<file path="src/rtl/selftest_pkg.sv">
package selftest_pkg;
  typedef enum logic [1:0] {
    PH_IDLE = 2'd0,
    PH_SUM  = 2'd1,
    PH_CHK  = 2'd2,
    PH_INV  = 2'd3
  } st_phase_e;

  localparam int RESULT_BIT = 5;
endpackage

</file>
<file path="src/rtl/selftest_timer.sv">
module selftest_timer
  import selftest_pkg::*;
#(
  parameter int WIN_LOG2 = 18
) (
  input  logic                clk,
  input  logic                rs_n,
  input  logic                go_i,
  output logic                busy_o,
  output logic                last_o,
  output logic [WIN_LOG2-1:0] cnt_o,
  output st_phase_e           phase_o
);
  localparam logic [WIN_LOG2-1:0] CNT_MAX = '1;

  logic                busy_q, busy_n;
  logic [WIN_LOG2-1:0] cnt_q, cnt_n;
  logic                cnt_en;

  assign cnt_en = go_i | busy_q;
  assign last_o = busy_q & (cnt_q == CNT_MAX);

  always_comb begin
    busy_n = busy_q;
    cnt_n  = cnt_q;
    if (go_i) begin
      busy_n = 1'b1;
      cnt_n  = '0;
    end else if (busy_q) begin
      if (cnt_q == CNT_MAX) begin
        busy_n = 1'b0;
        cnt_n  = '0;
      end else begin
        cnt_n = cnt_q + 1'b1;
      end
    end
  end

  always_ff @(posedge clk or negedge rs_n) begin
    if (!rs_n) begin
      busy_q <= 1'b0;
      cnt_q  <= '0;
    end else if (cnt_en) begin
      busy_q <= busy_n;
      cnt_q  <= cnt_n;
    end
  end

  always_comb begin
    if (!busy_q)                phase_o = PH_IDLE;
    else if (!cnt_q[WIN_LOG2-1]) phase_o = PH_SUM;
    else if (!cnt_q[WIN_LOG2-2]) phase_o = PH_CHK;
    else                         phase_o = PH_INV;
  end

  assign busy_o = busy_q;
  assign cnt_o  = cnt_q;

  // the counter restarts only from idle
  a_r1_go_from_idle: assert property (@(posedge clk) disable iff (!rs_n)
    go_i |-> !busy_q);
  // busy falls only after the final count
  a_r1_fall_at_end: assert property (@(posedge clk) disable iff (!rs_n)
    $fell(busy_q) |-> $past(cnt_q) == CNT_MAX);
endmodule

</file>
<file path="src/rtl/selftest_rom_sum.sv">
module selftest_rom_sum #(
  parameter int CODES  = 128,
  parameter int ROWS   = 7,
  parameter int COLS   = 5,
  parameter int SUM_W  = 16,
  parameter int CODE_W = $clog2(CODES),
  parameter int ROW_W  = $clog2(ROWS)
) (
  input  logic              clk,
  input  logic              rs_n,
  input  logic              go_i,
  output logic              rd_o,
  output logic [CODE_W-1:0] code_o,
  output logic [ROW_W-1:0]  row_o,
  input  logic [COLS-1:0]   data_i,
  output logic [SUM_W-1:0]  sum_o,
  output logic              done_o
);
  localparam logic [CODE_W-1:0] CODE_LAST = CODE_W'(CODES - 1);
  localparam logic [ROW_W-1:0]  ROW_LAST  = ROW_W'(ROWS - 1);

  logic              run_q, run_n;
  logic [CODE_W-1:0] code_q, code_n;
  logic [ROW_W-1:0]  row_q, row_n;
  logic              vld_q, fin_q, fin_n;
  logic [SUM_W-1:0]  sum_q, sum_n;
  logic              done_q, done_n;
  logic              is_last;

  assign is_last = (code_q == CODE_LAST) && (row_q == ROW_LAST);

  always_comb begin
    run_n  = run_q;
    code_n = code_q;
    row_n  = row_q;
    fin_n  = 1'b0;
    sum_n  = sum_q;
    done_n = done_q;
    if (go_i) begin
      run_n  = 1'b1;
      code_n = '0;
      row_n  = '0;
      sum_n  = '0;
      done_n = 1'b0;
    end else begin
      if (run_q) begin
        fin_n = is_last;
        if (is_last) begin
          run_n = 1'b0;
        end else if (row_q == ROW_LAST) begin
          row_n  = '0;
          code_n = code_q + 1'b1;
        end else begin
          row_n = row_q + 1'b1;
        end
      end
      if (vld_q) begin
        sum_n = sum_q + SUM_W'(data_i);
        if (fin_q) done_n = 1'b1;
      end
    end
  end

  always_ff @(posedge clk or negedge rs_n) begin
    if (!rs_n) begin
      run_q  <= 1'b0;
      code_q <= '0;
      row_q  <= '0;
      vld_q  <= 1'b0;
      fin_q  <= 1'b0;
      sum_q  <= '0;
      done_q <= 1'b0;
    end else begin
      vld_q <= run_q & ~go_i;
      fin_q <= fin_n;
      if (go_i | run_q) begin
        run_q  <= run_n;
        code_q <= code_n;
        row_q  <= row_n;
      end
      if (go_i | vld_q) begin
        sum_q  <= sum_n;
        done_q <= done_n;
      end
    end
  end

  assign rd_o   = run_q;
  assign code_o = code_q;
  assign row_o  = row_q;
  assign sum_o  = sum_q;
  assign done_o = done_q;

  // the row index never leaves the glyph
  a_r3_row_range: assert property (@(posedge clk) disable iff (!rs_n)
    rd_o |-> row_q <= ROW_LAST);
  // every read is followed by one accumulation beat
  a_r4_beat_follows_read: assert property (@(posedge clk) disable iff (!rs_n)
    rd_o && !go_i |=> vld_q);
  // the sum is frozen once the walk is done
  a_r4_sum_frozen: assert property (@(posedge clk) disable iff (!rs_n)
    done_q && !go_i |=> $stable(sum_q));
endmodule

</file>
<file path="src/rtl/selftest_pattern.sv">
module selftest_pattern
  import selftest_pkg::*;
#(
  parameter int ROWS = 7,
  parameter int COLS = 5,
  parameter int DOTS = ROWS * COLS
) (
  input  logic            clk,
  input  logic            rs_n,
  input  st_phase_e       phase_i,
  output logic            en_o,
  output logic [DOTS-1:0] dots_o
);
  localparam int EVEN_DOTS = (DOTS + 1) / 2;
  localparam int ODD_DOTS  = DOTS - EVEN_DOTS;

  logic inv;

  assign en_o = (phase_i == PH_CHK) || (phase_i == PH_INV);
  assign inv  = (phase_i == PH_INV);

  for (genvar r = 0; r < ROWS; r++) begin : g_row
    for (genvar c = 0; c < COLS; c++) begin : g_col
      localparam bit EVEN = ((r + c) % 2) == 0;
      assign dots_o[r*COLS+c] = en_o && (EVEN != inv);
    end
  end

  // lit-dot counts of the two patterns
  a_r6_checker_count: assert property (@(posedge clk) disable iff (!rs_n)
    phase_i == PH_CHK |-> $countones(dots_o) == EVEN_DOTS);
  a_r6_inverse_count: assert property (@(posedge clk) disable iff (!rs_n)
    phase_i == PH_INV |-> $countones(dots_o) == ODD_DOTS);
  // checker hands over directly to inverse
  a_r6_phase_order: assert property (@(posedge clk) disable iff (!rs_n)
    phase_i == PH_INV |-> $past(phase_i) == PH_CHK || $past(phase_i) == PH_INV);
endmodule

</file>
<file path="src/rtl/selftest_seq.sv">
module selftest_seq
  import selftest_pkg::*;
#(
  parameter int                WIN_LOG2 = 18,
  parameter int                CODES    = 128,
  parameter int                ROWS     = 7,
  parameter int                COLS     = 5,
  parameter int                SUM_W    = 16,
  parameter logic [SUM_W-1:0]  EXP_SUM  = 16'h3A5C,
  localparam int               CODE_W   = $clog2(CODES),
  localparam int               ROW_W    = $clog2(ROWS),
  localparam int               DOTS     = ROWS * COLS
) (
  input  logic              clk,
  input  logic              rst_n,
  input  logic              start_i,
  output logic              busy_o,
  output logic              rom_rd_o,
  output logic [CODE_W-1:0] rom_code_o,
  output logic [ROW_W-1:0]  rom_row_o,
  input  logic [COLS-1:0]   rom_data_i,
  output logic              ovr_en_o,
  output logic [DOTS-1:0]   ovr_dots_o,
  output logic              pass_o,
  output logic              chr_blank_stb_o,
  output logic              flash_clr_stb_o,
  output logic              udc_ones_stb_o,
  output logic              ctrl_load_stb_o,
  output logic [7:0]        ctrl_load_val_o
);
  localparam logic [WIN_LOG2-1:0] HALF = WIN_LOG2'(1) << (WIN_LOG2 - 1);

  // reset: asserted asynchronously, released on the clock
  logic rs_meta_q, rs_n;
  always_ff @(posedge clk or negedge rst_n) begin
    if (!rst_n) begin
      rs_meta_q <= 1'b0;
      rs_n      <= 1'b0;
    end else begin
      rs_meta_q <= 1'b1;
      rs_n      <= rs_meta_q;
    end
  end

  logic                go, last, sum_done;
  logic [WIN_LOG2-1:0] cnt;
  logic [SUM_W-1:0]    sum;
  st_phase_e           phase;

  assign go = start_i & ~busy_o;

  selftest_timer #(.WIN_LOG2(WIN_LOG2)) u_timer (
    .clk(clk), .rs_n(rs_n), .go_i(go),
    .busy_o(busy_o), .last_o(last), .cnt_o(cnt), .phase_o(phase)
  );

  selftest_rom_sum #(
    .CODES(CODES), .ROWS(ROWS), .COLS(COLS), .SUM_W(SUM_W),
    .CODE_W(CODE_W), .ROW_W(ROW_W)
  ) u_sum (
    .clk(clk), .rs_n(rs_n), .go_i(go),
    .rd_o(rom_rd_o), .code_o(rom_code_o), .row_o(rom_row_o),
    .data_i(rom_data_i), .sum_o(sum), .done_o(sum_done)
  );

  selftest_pattern #(.ROWS(ROWS), .COLS(COLS)) u_pat (
    .clk(clk), .rs_n(rs_n), .phase_i(phase),
    .en_o(ovr_en_o), .dots_o(ovr_dots_o)
  );

  // completion: result and re-initialisation strobes
  logic       match;
  logic       pass_q, pass_n;
  logic       stb_q;
  logic [7:0] cval_q, cval_n;

  assign match = sum_done && (sum == EXP_SUM);

  always_comb begin
    pass_n = pass_q;
    cval_n = 8'h00;
    if (last) begin
      pass_n             = match;
      cval_n[RESULT_BIT] = match;
    end
  end

  always_ff @(posedge clk or negedge rs_n) begin
    if (!rs_n) begin
      pass_q <= 1'b0;
      stb_q  <= 1'b0;
      cval_q <= 8'h00;
    end else begin
      stb_q  <= last;
      cval_q <= cval_n;
      if (last) pass_q <= pass_n;
    end
  end

  assign pass_o          = pass_q;
  assign chr_blank_stb_o = stb_q;
  assign flash_clr_stb_o = stb_q;
  assign udc_ones_stb_o  = stb_q;
  assign ctrl_load_stb_o = stb_q;
  assign ctrl_load_val_o = cval_q;

  // a start during the window does not disturb the count
  a_r2_start_ignored: assert property (@(posedge clk) disable iff (!rs_n)
    busy_o && start_i && !last |=> busy_o && cnt == $past(cnt) + 1'b1);
  // reads only occur in the first half of the window
  a_r3_reads_early: assert property (@(posedge clk) disable iff (!rs_n)
    rom_rd_o |-> busy_o && cnt < HALF);
  // checksum walk finished before the pattern half starts
  a_r4_sum_ready: assert property (@(posedge clk) disable iff (!rs_n)
    busy_o && cnt == HALF |-> sum_done);
  // override only in the second half of a window
  a_r5_no_early_override: assert property (@(posedge clk) disable iff (!rs_n)
    ovr_en_o |-> busy_o && cnt >= HALF);
  // strobe lasts one cycle and follows the window end
  a_r7_single_strobe: assert property (@(posedge clk) disable iff (!rs_n)
    ctrl_load_stb_o |=> !ctrl_load_stb_o);
  a_r7_strobe_after_busy: assert property (@(posedge clk) disable iff (!rs_n)
    $fell(busy_o) |-> ctrl_load_stb_o);
  a_r7_value_fields: assert property (@(posedge clk) disable iff (!rs_n)
    ctrl_load_stb_o |-> ctrl_load_val_o[7:6] == 2'b00 &&
                        ctrl_load_val_o[RESULT_BIT] == pass_o);
  // result changes only together with the strobe
  a_r8_result_hold: assert property (@(posedge clk) disable iff (!rs_n)
    !ctrl_load_stb_o |-> $stable(pass_o));
endmodule

</file>
<file path="config.mk">
export PLATFORM = sky130hd
export DESIGN_NAME = selftest_seq
export DESIGN_NICKNAME = d
export VERILOG_FILES = /design/src/rtl/selftest_pkg.sv /design/src/rtl/selftest_timer.sv /design/src/rtl/selftest_rom_sum.sv /design/src/rtl/selftest_pattern.sv /design/src/rtl/selftest_seq.sv
export SDC_FILE = /design/constraint.sdc
export NUM_CORES = 1
export LEC_CHECK = 0
export ABC_AREA = 1
export BUFFER_PORTS_ARGS = -buffer_cell sky130_fd_sc_hd__buf_2
export CAP_MARGIN = 40
export CELL_PAD_IN_SITES_DETAIL_PLACEMENT = 1
export CELL_PAD_IN_SITES_GLOBAL_PLACEMENT = 2
export CORE_ASPECT_RATIO = 1.1
export CORE_UTILIZATION = 31
export CTS_CLUSTER_DIAMETER = 120
export CTS_CLUSTER_SIZE = 30
export DETAILED_ROUTE_END_ITERATION = 8
export PLACE_DENSITY_LB_ADDON = 0.1
export SLEW_MARGIN = 20
export SYNTH_ARGS = -nofsm -noshare
export SYNTH_HDL_FRONTEND = slang
export SYNTH_SLANG_ARGS = --single-unit
</file>
<file path="constraint.sdc">
create_clock -name clk -period 1.9 [get_ports clk]
set_input_delay 0.095 -clock clk [delete_from_list [all_inputs] [get_ports clk]]
set_output_delay 0.095 -clock clk [all_outputs]
set_load 0.005 [all_outputs]
</file>
**After elaboration in Yosys (flattened, before gate mapping)**

Index checks and enable logic that the tools add are counted.

- Memories kept: 0
- RAM bits: 0
- Bits in read-only memories: 0
- Input port bits: 8
- Latch bits: 0
- Bits in registers: 54

- Bitwise gates (word level): 9
- $mul: 0
- Magnitude comparators: 0
- Reduce and logical (&&, ||, !) cells: 15
- Add/subtract/negate cells: 4
- Equal/unequal tests: 7
- Multiplexer cells: 28
- Shifts and indexed selects: 0
- Divide/modulo/power cells: 0

Operators with widths:

| kind | count |
|---|---|
| 18-bit 2-to-1 mux | 3 |
| 16-bit 2-to-1 mux | 2 |
| 7-bit 2-to-1 mux | 4 |
| 18-bit by 1-bit adder with 18-bit output, second input constant | 1 |
| 18-bit equality test, second input constant | 1 |
| 16-bit by 5-bit adder with 16-bit output | 1 |
| 16-bit by 14-bit equality test with 1-bit output, second input constant | 1 |
| 1-bit 2-to-1 mux | 13 |
| 3-bit 2-to-1 mux | 4 |
| 2-bit nonzero test | 5 |
| 7-bit by 1-bit adder with 7-bit output, second input constant | 1 |
| 7-bit equality test, second input constant | 1 |
| 3-bit AND reduction | 2 |
| 2-bit equality test, second input constant | 2 |
| 1-bit logical AND | 4 |
| 2-bit 2-to-1 mux | 2 |
| 2-bit AND reduction | 2 |
| 4-bit AND reduction | 1 |
| 3-bit by 1-bit adder with 3-bit output, second input constant | 1 |
| 1-bit AND | 3 |
| 3-bit equality test, second input constant | 1 |
| 1-bit inverter | 3 |
| 1-bit OR | 3 |
| 2-bit by 1-bit inequality test with 1-bit output, second input constant | 1 |
| 1-bit logical OR | 1 |

**Logic depth before layout (Yosys ltp)**

Gate-level depths: netlist (run 1).

- Depth in word-level cells: 6
- Depth in mapped cells: 11

**Hierarchy**

Synthesis (run 1) repeated with hierarchy kept, for this count alone.

- Cells, all modules: 510
- Area total of the unflattened synthesis: 3733.6 µm²

Modules (own cells, without submodules):

| module | cells each | seq. area each (µm²) | instances | area an instance (µm²) |
|---|---|---|---|---|
| selftest_rom_sum | 245 | 750.7 | 1 | 1795.5 |
| selftest_timer | 182 | 475.5 | 1 | 1332.5 |
| selftest_seq | 45 | 125.1 | 1 | 336.6 |
| selftest_pattern | 38 | 0.0 | 1 | 269.0 |

**Worst setup path after synthesis (run 1)**

Ideal clock, no wire load.

- Kind: register -> register
- Start point: register u_sum.sum_q[0], in the netlist u_sum.sum_o[0]
- End point: register u_sum.sum_q[14], in the netlist u_sum.sum_o[14]
- Required time: 1783 ps
- Stages on the path, launching flop included: 10
- Data arrival time: 1448 ps
- Path slack: 335 ps
- Path buffers: 0
- Cells stage by stage: dfrtp_1 ha_1 inv_1 fa_1 inv_1 nand2_1 nand3_1 nand3_1 nor2_1 nor2_1

- Word-level cells in the longest chain between the ends: 3

RTL lines:

| element | RTL line | text |
|---|---|---|
| start: declaration | selftest_rom_sum.sv:26 | `logic [SUM_W-1:0] sum_q, sum_n;` |
| start signal: assignment | selftest_rom_sum.sv:82 | `sum_q <= sum_n;` |
| 16-bit by 5-bit adder with 16-bit output | selftest_rom_sum.sv:58 | `sum_n = sum_q + SUM_W'(data_i);` |
| 16-bit 2-to-1 mux | selftest_rom_sum.sv:57 | `if (vld_q) begin` |
| 16-bit 2-to-1 mux | selftest_rom_sum.sv:39 | `if (go_i) begin` |

No other way between the ends. The select of a mux whose other input is x is not followed.
A chain may end at the register's enable or synchronous reset.

**Worst setup path in the final report (run 1)**

- Start point: register u_sum.sum_q[0], in the netlist u_sum.sum_o[0]
- End point: register u_sum.sum_q[8], in the netlist u_sum.sum_o[8]

The elaborated chain is that of the path after synthesis.

==> PnR_summary.wiki, run 1 <==
{| class="wikitable"
! Metric !! Value
|-
| Largest delay share family, worst path || adder cells
|-
| Data arrival at the endpoint of the critical path || 1.91 ns
|-
| Layout Skew || 0.005798 ns
|-
| Placeable core region || 0.01091 mm^2
|-
| Syn Area/Cell || 7.567 um^2
|-
| Path category of the worst min-delay check || in -> async
|-
| Mapped cell area || 0.003466 mm^2
|-
| Total iterations of the first detailed-routing run || 4
|-
| Worst setup SP type || flop
|-
| Total die area || 0.01161 mm^2
|-
| Total global-route track usage || 16.23%
|-
| Buffer cell driving the clock tree root || clkbuf_16
|-
| Time the worst path needs with I/O delays and setup || 1.717 ns
|-
| Pin count of the biggest net entering global routing || 53
|-
| Area of all placed cells without fillers || 0.003889 mm^2
|-
| Setup repair after global routing missed its margin || false
|-
| Total power per unit cell area || 1160 mW/mm^2
|-
| Switching part of the total power || 39.38%
|-
| Synth cell types || 37
|-
| Layout overhead on the synthesized area || 12.20%
|-
| Count of nets after finishing || 510
|-
| Gp weighted congestion || 0.7555
|-
| Compound-cell area share of the yosys netlist || 7.401%
|-
| Synthesized flop and latch total || 54
|-
| Final-report max-slew violation count || 0
|-
| Static leakage || 2.005 nW
|-
| Max H-tree Level || 2
|-
| Endpoints failing setup || 0
|-
| Per-cell routed wire length || 13.75 um
|-
| Global-route wire length before repair || 14520 um
|-
| Global routing met2 resource utilization || 26.84%
|-
| Share of the clock period used by the worst path || 90.35%
|-
| Dpl ws || 0.1125 ns
|-
| WP data required || 2.09 ns
|-
| Internal cell power || 0.002735 W
|-
| Maximum operating frequency || 0.5825 GHz
|-
| Remaining global-route overflow || 0
|-
| Die Ht || 112.9 um
|-
| Clock tree buffer depth || 2
|-
| Clock tree from TritonCTS || built
|-
| Global routing's busiest layer || met2
|-
| Highest ir drop seen on vdd || 0.4569 mV
|-
| Fraction of layout instances using a drive strength above 1 || 21.21%
|-
| Leading post-synthesis cells by cell area || dfrtp_1, nand2_1, buf_4
|-
| Critical Path, Cell by Cell || ha_2 > inv_1 > fa_1 > inv_1 > nand3_1 > nand3_1 > nand2_1 > nand2_1 > nand2_1 > nand4_1 > nand2_1
|-
| Clk slew on worst S/H paths || 0.08 ns
|-
| Overall power consumption || 0.004512 W
|-
| Post-DP Area || 0.003702 mm^2
|-
| DR iter-0 viols || 99
|-
| Yosys Warn Count || 0
|-
| Combinational power share || 35.8%
|-
| Number of diodes || 0
|-
| Port-buffer cells || 61
|-
| Final hold viol count || 0
|-
| Antenna Nets Post-Route || 0
|-
| Min setup slack post-route || 0.1834 ns
|-
| Maxcap violations || 0
|-
| Sequential power share || 40.3%
|-
| Effective utilization at floorplan || 31.77%
|-
| Vias in the first global route || 2907
|-
| Largest family of logic cells by synthesized area || simple AND/OR/NAND/NOR gates
|-
| XOR/XNOR share of the synthesized area || 3.791%
|-
| Placed wire-length estimate after detailed placement || 6621 um
|-
| Worst setup path class || reg -> reg
|-
| Post-synth top area share || 38.99%
|-
| Multiplexer share of the synthesized area || 0%
|-
| Number of primary I/O pins || 69
|-
| Met1 GRT Util || 21.88%
|-
| Count of clock tree sinks || 54
|-
| Cell type with the largest total area after synthesis || dfrtp_1
|-
| Die outline width || 102.8 um
|-
| Number of CTS-inserted buffers || 5
|-
| Sum of routed wire length over all layers || 8830 um
|-
| Clk network pwr share || 23.9%
|-
| Via Count || 2961
|-
| Net switching power figure || 0.001777 W
|-
| Max Fanout on Critical Path || 3
|-
| Bufs and invs on worst path || 2
|-
| Number of antenna violations at the first check in global routing || 0
|-
| Post-Synth Simple-Gate Area || 30.79%
|-
| Run status || finished, final reports clean
|-
| Critical path endpoint category || flop
|-
| Residual DRC count || 0
|-
| Vias per std cell || 4.612
|-
| Site Rows || 40
|-
| Summed negative setup slack over all endpoints || 0 ns
|-
| Core utilization of the finished layout || 35.64%
|-
| Fraction of the yosys area taken by sequential cells || 38.99%
|-
| Worst skew pair latency || 0.30 ns
|-
| Delay of the slowest cell on the worst path || 0.39 ns
|-
| Highest-delay cell along the critical path || fa_1
|-
| Post-synthesis adder-cell area fraction || 3.105%
|-
| Met3 usage || 2.471%
|-
| Most frequent CP cell || nand2_1
|-
| Mapped Cells || 458
|}
[cell type report]
type | count | area (um^2)
clock buffers | 6 | 128.9
clock inverters | 2 | 37.54
multi-input cells | 314 | 1603
repair buffers | 73 | 410.4
fillers | 1392 | 7022
flip-flops and latches | 54 | 1353
inverters | 46 | 172.7
well taps | 147 | 183.9
[worst reg2reg max path: stages, from the launching register on]
cell and delay [ns]:
dfrtp_1 0.36, ha_2 0.21, inv_1 0.06, fa_1 0.39, inv_1 0.09, nand3_1 0.07
nand3_1 0.13, nand2_1 0.09, nand2_1 0.06, nand2_1 0.05, nand4_1 0.07, nand2_1 0.06
[cell usage after synthesis (all sizes together)]
master	instances
a21o	1
a21oi	12
a22o	1
a31o	1
and3	1
buf	49
clkbuf	1
conb	2
dfrtp	54
fa	1
ha	7
inv	46
nand2	122
nand3	32
nand3b	1
nand4	16
nor2	60
nor3	8
nor3b	2
nor4	1
o21ai	19
o21bai	1
o22ai	5
xnor2	5
xor2	10
[power groups by stage]
stage               sequential, W  combinational (W)  clock (W)
global route              0.00188            0.00186    0.00117
global placement          0.00184            0.00158          0
detailed placement        0.00184            0.00163          0
floorplan                 0.00174            0.00124          0
CTS                       0.00182            0.00163    0.00112
finish                    0.00182            0.00161    0.00108
[what timing repair did]
item / CTS / global route
hold endpoints to repair: 2 / 0
gates resized for setup: 0 / 3
buffers inserted: 0 / 0
setup endpoints to repair: 0 / 4
hold buffers: 1 / 0
[per-layer routing]
metal / wire length, um / vias up
li1: - / 1488
met3: 225 / 7
met2: 4193 / 50
met4: 104 / 0
met1: 4307 / 1416
met5: 0 / -
[state kept, by name (all words and copies together), names as in the netlist, 3 cells and up]
| register | flops |
|---|---|
| u_timer.cnt_o | 18 |
| u_sum.sum_o | 16 |
| u_sum.code_o | 7 |
| u_sum.row_o | 3 |
[per-stage QoR]
| step | hold WS, ns | instances |
|---|---|---|
| final | 0.1076 | 642 |
| after global routing | 0.1119 | 642 |
| after CTS | 0.08856 | 642 |
| after detailed placement | -0.1110 | 633 |
| after global placement | -0.1197 | 633 |
| after floorplan | -0.2006 | 464 |
[layout by cell type, fill, tap and decap left out, types with 2 or more instances in the layout]
cell type,instances
a21oi_1,11
buf_2,61
buf_4,10
clkbuf_16,5
conb_1,8
dfrtp_1,53
ha_1,6
inv_1,44
inv_2,2
nand2_1,117
nand2_2,4
nand3_1,31
nand4_1,16
nor2_1,55
nor2_2,4
nor3_1,6
nor3b_1,2
o21ai_0,15
o21ai_2,4
o22ai_1,2
o22ai_2,3
xnor2_1,5
xor2_1,10
[worst paths after layout]
kind,slack (ns),depth (start not counted),endpoint,from
max,0.18,11,u_sum.sum_o[8]$_DFFE_PN0P_,u_sum.sum_o[0]$_DFFE_PN0P_
min,0.11,2,rs_meta_q$_DFF_PN0_,rst_n
max reg2reg,0.18,11,u_sum.sum_o[8]$_DFFE_PN0P_,u_sum.sum_o[0]$_DFFE_PN0P_
min reg2reg,0.26,1,u_sum.code_o[3]$_DFFE_PN0P_,rs_n$_DFF_PN0_
max in group asynchronous,1.38,1,u_sum.sum_o[10]$_DFFE_PN0P_,rs_n$_DFF_PN0_
min in group clk,0.16,4,u_sum.sum_o[0]$_DFFE_PN0P_,rom_data_i[0]
[cells by family (layout without fill, tap and decap cells)]
| group | count (synthesis) | count (layout) |
|---|---|---|
| compound gates | 40 | 40 |
| flops | 54 | 54 |
| fa+ha+maj | 8 | 8 |
| other cells | 2 | 8 |
| buf+inv | 96 | 127 |
| simple gates | 243 | 243 |
| xor+xnor | 15 | 15 |
(Power assumes the default switching activity.)
==> inputs of run 2 (changes only) <==
--- a/config.mk
+++ b/config.mk
@@ -17,3 +17,3 @@
 export DETAILED_ROUTE_END_ITERATION = 8
-export PLACE_DENSITY_LB_ADDON = 0.1
+export PLACE_DENSITY = 0.8
 export SLEW_MARGIN = 20
--- a/constraint.sdc
+++ b/constraint.sdc
@@ -3,2 +3,2 @@
 set_output_delay 0.095 -clock clk [all_outputs]
-set_load 0.005 [all_outputs]
+set_load 0.01 [all_outputs]
==> run 2 against run 1 <==
Against the previous run:
- total power shrank 1.3%
- via count increased by 1.2%
- core utilization decreased by 0.11 points
- register-to-register slack got worse by 0.03 ns
- sequential cell count unchanged
- non-clock buffer count down 1
- fmax is 1.7% lower
==> PnR_summary.wiki, run 2 (synthesis gave the netlist of run 1 again) <==
{| class="wikitable"
! Metric !! Value
|-
| Placed wire-length estimate after detailed placement || 6444 um
|-
| Critical path endpoint category || flop
|-
| DR iter-0 viols || 73
|-
| Effective utilization at floorplan || 31.77%
|-
| Worst hold margin || 0.1072 ns
|-
| Via Count || 2996
|-
| Remaining global-route overflow || 0
|-
| Placeable core region || 0.01091 mm^2
|-
| Most frequent cells in the layout || nand2_1, buf_2, nor2_1, dfrtp_1, inv_1
|-
| Number of cells on the worst reg-to-reg path || 11
|-
| Worst setup SP type || flop
|-
| Path category of the worst min-delay check || in -> async
|-
| Fraction of layout instances using a drive strength above 1 || 21.26%
|-
| Vias per std cell || 4.674
|-
| WP data required || 2.09 ns
|-
| Most common cell after layout, fill and taps aside || nand2_1
|-
| Per-cell routed wire length || 13.49 um
|-
| Switching part of the total power || 41.21%
|-
| Clock tree from TritonCTS || built
|-
| Final-layout fill cell count || 1387
|-
| Gp weighted congestion || 0.8389
|-
| Max H-tree Level || 2
|-
| Residual DRC count || 0
|-
| Number of diodes || 0
|-
| Total global-route track usage || 16.05%
|-
| Worst setup path class || reg -> reg
|-
| Post-DP Area || 0.003680 mm^2
|-
| Sequential power share || 41.3%
|-
| Count of nets after finishing || 509
|-
| Clk slew on worst S/H paths || 0.07 ns
|-
| Met3 usage || 2.532%
|-
| Clock tree buffer depth || 2
|-
| Layout overhead on the synthesized area || 11.84%
|-
| Max FFs per register || 18
|-
| Die outline width || 102.8 um
|-
| Site Rows || 40
|-
| Combinational power share || 37.2%
|-
| Vias in the first global route || 3036
|-
| Maxcap violations || 0
|-
| Port-buffer cells || 61
|-
| Total die area || 0.01161 mm^2
|-
| Total iterations of the first detailed-routing run || 4
|-
| Highest ir drop seen on vdd || 0.4403 mV
|-
| Internal cell power || 0.002618 W
|-
| Global-route wire length before repair || 14630 um
|-
| Net switching power figure || 0.001835 W
|-
| Count of clock tree sinks || 54
|-
| Clk network pwr share || 21.5%
|-
| Sum of routed wire length over all layers || 8646 um
|-
| Global routing met2 resource utilization || 26.89%
|-
| Number of primary I/O pins || 69
|-
| Buffer cell driving the clock tree root || clkbuf_16
|-
| Min setup slack post-route || 0.1537 ns
|-
| Maximum operating frequency || 0.5726 GHz
|-
| Final-report max-slew violation count || 0
|-
| Total power per unit cell area || 1149 mW/mm^2
|-
| Global routing's busiest layer || met2
|-
| Met1 GRT Util || 21.06%
|-
| Number of CTS-inserted buffers || 5
|-
| Post-placement cell count || 630
|-
| Run status || finished, final reports clean
|-
| Critical path startpoint || u_sum.sum_o[0]$_DFFE_PN0P_
|-
| Dpl ws || 0.1009 ns
|-
| Pin count of the biggest net entering global routing || 53
|-
| Max Fanout on Critical Path || 3
|-
| Share of the clock period used by the worst path || 91.91%
|-
| Layout Skew || 0.004737 ns
|-
| Time the worst path needs with I/O delays and setup || 1.746 ns
|-
| Data arrival at the endpoint of the critical path || 1.94 ns
|-
| Final hold viol count || 0
|-
| Static leakage || 2.004 nW
|-
| Launch point of the worst reg-to-reg path || u_sum.sum_o[0]$_DFFE_PN0P_
|-
| Worst skew pair latency || 0.30 ns
|-
| Antenna Nets Post-Route || 0
|-
| Die Ht || 112.9 um
|-
| Endpoints failing setup || 0
|-
| Area of all placed cells without fillers || 0.003876 mm^2
|-
| Number of antenna violations at the first check in global routing || 0
|-
| Number of standard cells in the final layout excluding fillers || 641
|}
[run 2: changes by cell type in the layout (fill, tap and decap cells not counted)]
cell / previous run / this run
bufinv_16: 1 / 0
nand3_2: 1 / 2
ha_2: 1 / 2
nand2_8: 0 / 1
buf_4: 10 / 9
clkinvlp_4: 1 / 0
nand2_1: 117 / 118
clkinv_2: 0 / 1
nand3_1: 31 / 30
clkbuf_8: 0 / 1
ha_1: 6 / 5
nand2_2: 4 / 3
nand2_4: 1 / 0
[run 2: stage by stage]
stage | setup TNS (ns) | total power, W | utilization (%)
6_report | 0 | 0.004453 | 35.53
5_1_grt | -0.01805 | 0.004845 | 35.53
2_1_floorplan | 0 | 0.003047 | -
3_5_place_dp | 0 | 0.003498 | 33.73
4_1_cts | 0 | 0.004478 | 35.17
3_3_place_gp | 0 | 0.003421 | 33.73
[run 2: worst paths after layout]
kind,endpoint,slack [ns]
setup / recovery,u_sum.sum_o[8]$_DFFE_PN0P_,0.15
hold / removal,rs_n$_DFF_PN0_,0.11
setup reg to reg,u_sum.sum_o[8]$_DFFE_PN0P_,0.15
hold reg to reg,u_timer.cnt_o[13]$_DFFE_PN0P_,0.26
max in group asynchronous,u_timer.cnt_o[12]$_DFFE_PN0P_,1.40
min in group clk,u_sum.sum_o[0]$_DFFE_PN0P_,0.19
[run 2: cell type report]
cell class | count | area, um^2 | area share [%]
Clock buffer | 7 | 142.6 | 3.680
Clock inverter | 1 | 5.005 | 0.1291
Inverter | 46 | 172.7 | 4.454
Multi-Input combinational cell | 314 | 1617 | 41.70
Sequential cell | 54 | 1353 | 34.89
Tap cell | 147 | 183.9 | 4.745
Timing Repair Buffer | 72 | 402.9 | 10.39
[run 2: critical path, stage by stage (launching register included)]
cell	delay, ns
dfrtp_1	0.35
ha_2	0.20
inv_1	0.06
fa_1	0.40
inv_1	0.10
nand3_1	0.11
nand3_2	0.11
nand2_1	0.07
nand2_1	0.06
nand2_1	0.05
nand4_1	0.08
nand2_1	0.06
[run 2: power groups by stage]
stage | Sequential (W) | Clock, W | Combinational, W
after floorplan | 0.00177 | 0 | 0.00128
after global placement | 0.00185 | 0 | 0.00157
after detailed placement | 0.00186 | 0 | 0.00164
after CTS | 0.00184 | 0.000987 | 0.00165
after global routing | 0.00190 | 0.00103 | 0.00192
final | 0.00184 | 0.000957 | 0.00166
[run 2: repair_timing]
item,4_1_cts,5_1_grt
buffers inserted,0,2
endpoints found under the hold margin,2,0
hold buffers,1,0
endpoints found under the setup margin,0,5
resized for setup,0,5
[run 2: metal layers]
| layer | share of wire [%] | vias up |
|---|---|---|
| met5 | 0 | - |
| met3 | 3.7 | 8 |
| met2 | 48 | 73 |
| li1 | - | 1480 |
| met1 | 47 | 1435 |
| met4 | 1.4 | 0 |
==> inputs of run 3 (changes only) <==
==> constraint.sdc (replaced) <==
create_clock -name clk -period 1.9 [get_ports clk]
set_input_delay 0 -clock clk [delete_from_list [all_inputs] [get_ports clk]]
set_output_delay 0 -clock clk [all_outputs]
set_load 0.01 [all_outputs]
==> run 3 against run 2 <==
Against the previous run:
- design area fell by 0.29%
- setup slack better by 0.0092 ns
- register-to-register slack barely moved
- non-clock buffer count decreased by 1
- cell count decreased by 0.16%
- sequential cell count stayed put
- via count decreased by 0.73%
- clock power is 5.9% lower
- die area unchanged
- critical path type unchanged
- critical endpoint is now ctrl_load_val_o[5]$_DFF_PN0_
- largest cell class unchanged
- largest power group unchanged
==> PnR_summary.wiki, run 3 (synthesis gave the netlist of run 1 again) <==
{| class="wikitable"
! Metric !! Value
|-
| Run status || finished, final reports clean
|-
| Layout Skew || 0.005899 ns
|-
| Vias in the first global route || 3009
|-
| Data arrival at the endpoint of the critical path || 1.96 ns
|-
| Total iterations of the first detailed-routing run || 4
|-
| Fraction of layout instances using a drive strength above 1 || 21.50%
|-
| Effective utilization at floorplan || 31.77%
|-
| Max Fanout on Critical Path || 5
|-
| Per-cell routed wire length || 13.37 um
|-
| Clock tree from TritonCTS || built
|-
| Endpoints failing setup || 0
|-
| Number of diodes || 0
|-
| Die outline width || 102.8 um
|-
| Worst setup SP type || flop
|-
| Most frequent cells in the layout || nand2_1, buf_2, nor2_1, dfrtp_1, inv_1
|-
| Total die area || 0.01161 mm^2
|-
| Final hold viol count || 0
|-
| Placed wire-length estimate after detailed placement || 6444 um
|-
| Via Count || 2974
|-
| Number of standard cells in the final layout excluding fillers || 640
|-
| Number of cells on the worst reg-to-reg path || 7
|-
| Count of nets after finishing || 508
|-
| Launch point of the worst reg-to-reg path || u_timer.cnt_o[0]$_DFFE_PN0P_
|-
| Maxcap violations || 0
|-
| Port-buffer cells || 61
|-
| Die Ht || 112.9 um
|-
| Maximum operating frequency || 0.5757 GHz
|-
| Total global-route track usage || 15.87%
|-
| Last element of the critical path || ctrl_load_val_o[5]$_DFF_PN0_
|-
| Worst hold margin || 0.01064 ns
|-
| Reg-to-Reg End || ctrl_load_val_o[5]$_DFF_PN0_
|-
| Critical path endpoint category || flop
|-
| Count of clock tree sinks || 54
|-
| Share of the clock period used by the worst path || 91.43%
|-
| Time the worst path needs with I/O delays and setup || 1.737 ns
|-
| Global-route wire length before repair || 14520 um
|-
| Path category of the worst min-delay check || in -> async
|-
| Most common cell after layout, fill and taps aside || nand2_1
|-
| Highest ir drop seen on vdd || 0.4294 mV
|-
| Remaining global-route overflow || 0
|-
| Number of CTS-inserted buffers || 5
|-
| WP data required || 2.12 ns
|-
| Max FFs per register || 18
|-
| Pin count of the biggest net entering global routing || 53
|-
| Antenna Nets Post-Route || 0
|-
| Static leakage || 1.995 nW
|-
| Number of antenna violations at the first check in global routing || 0
|-
| Critical path startpoint || u_timer.cnt_o[0]$_DFFE_PN0P_
|-
| Number of primary I/O pins || 69
|-
| Setup slack, reg-to-reg || 0.16 ns
|-
| Clk slew on worst S/H paths || 0.07 ns
|-
| Worst skew pair latency || 0.29 ns
|-
| Placeable core region || 0.01091 mm^2
|-
| Gp weighted congestion || 0.8379
|-
| Post-placement cell count || 629
|-
| Total power per unit cell area || 1140 mW/mm^2
|-
| Worst setup path class || reg -> reg
|-
| Buffer cell driving the clock tree root || clkbuf_16
|-
| Overall power consumption || 0.004405 W
|-
| Clock tree buffer depth || 2
|-
| Site Rows || 40
|-
| Vias per std cell || 4.647
|-
| Sum of routed wire length over all layers || 8554 um
|-
| Layout overhead on the synthesized area || 11.52%
|-
| Residual DRC count || 0
|-
| Max H-tree Level || 2
|-
| Final-report max-slew violation count || 0
|-
| DR iter-0 viols || 81
|}
## run 3: worst min path at each step
stage / slack, ns / startpoint / cells after the start / end
after floorplan: -0.30 / rst_n / 0 / rs_meta_q$_DFF_PN0_
after global placement: -0.22 / rst_n / 1 / rs_meta_q$_DFF_PN0_
after detailed placement: -0.21 / rst_n / 1 / rs_meta_q$_DFF_PN0_
after CTS: 0.009 / rst_n / 2 / rs_n$_DFF_PN0_
after global routing: 0.02 / rst_n / 2 / rs_n$_DFF_PN0_
final: 0.01 / rst_n / 2 / rs_n$_DFF_PN0_
## run 3: what timing repair did
| action | CTS | global route |
|---|---|---|
| setup buffers | 0 | 2 |
| endpoints found under the setup margin | 0 | 26 |
| gates resized for setup | 0 | 7 |
| endpoints found under the hold margin | 2 | 0 |
| hold buffers | 1 | 0 |
## run 3: stage by stage
stage               TNS [ns]  worst slack (ns)  instance area (um^2)  util [%]
floorplan                  0            0.2854                  3488         -
global route        -0.01147          -0.01147                  3865     35.42
CTS                        0           0.09796                  3821     35.02
global placement           0            0.1802                  3672     33.66
detailed placement         0            0.1006                  3672     33.66
finish                     0            0.1629                  3865     35.42
## run 3: final cells by class
cell class / instances / area [um^2]
fillers: 1380 / 7046
multi-input cells: 314 / 1620
flip-flops and latches: 54 / 1354
repair buffers: 71 / 395.4
well taps: 147 / 183.9
inverters: 46 / 172.7
clock buffers: 6 / 128.9
clock inverters: 2 / 10.01
## run 3: critical path: stages, from the launching register on
cell	delay, ns
dfrtp_2	0.41
ha_1	0.25
nand3_1	0.19
nor3_4	0.32
nand2_1	0.11
nor2_1	0.11
nand4_1	0.15
nor2_1	0.13
## run 3: power breakdown
| part | leakage, nW | switching (W) | internal (W) |
|---|---|---|---|
| logic | 1.24 | 0.00101 | 0.000645 |
| clock network | 0.0706 | 0.000416 | 0.000486 |
| registers | 0.689 | 0.000400 | 0.00145 |
## run 3: per-layer routing
metal	track usage (%)	wire, um	share of wire (%)	up-vias
met5	0	0	0	-
met4	3.944	91	1.1	0
met3	2.532	301	3.5	6
met2	26.80	4190	49	64
met1	21.02	3970	46	1424
li1	-	-	-	1480
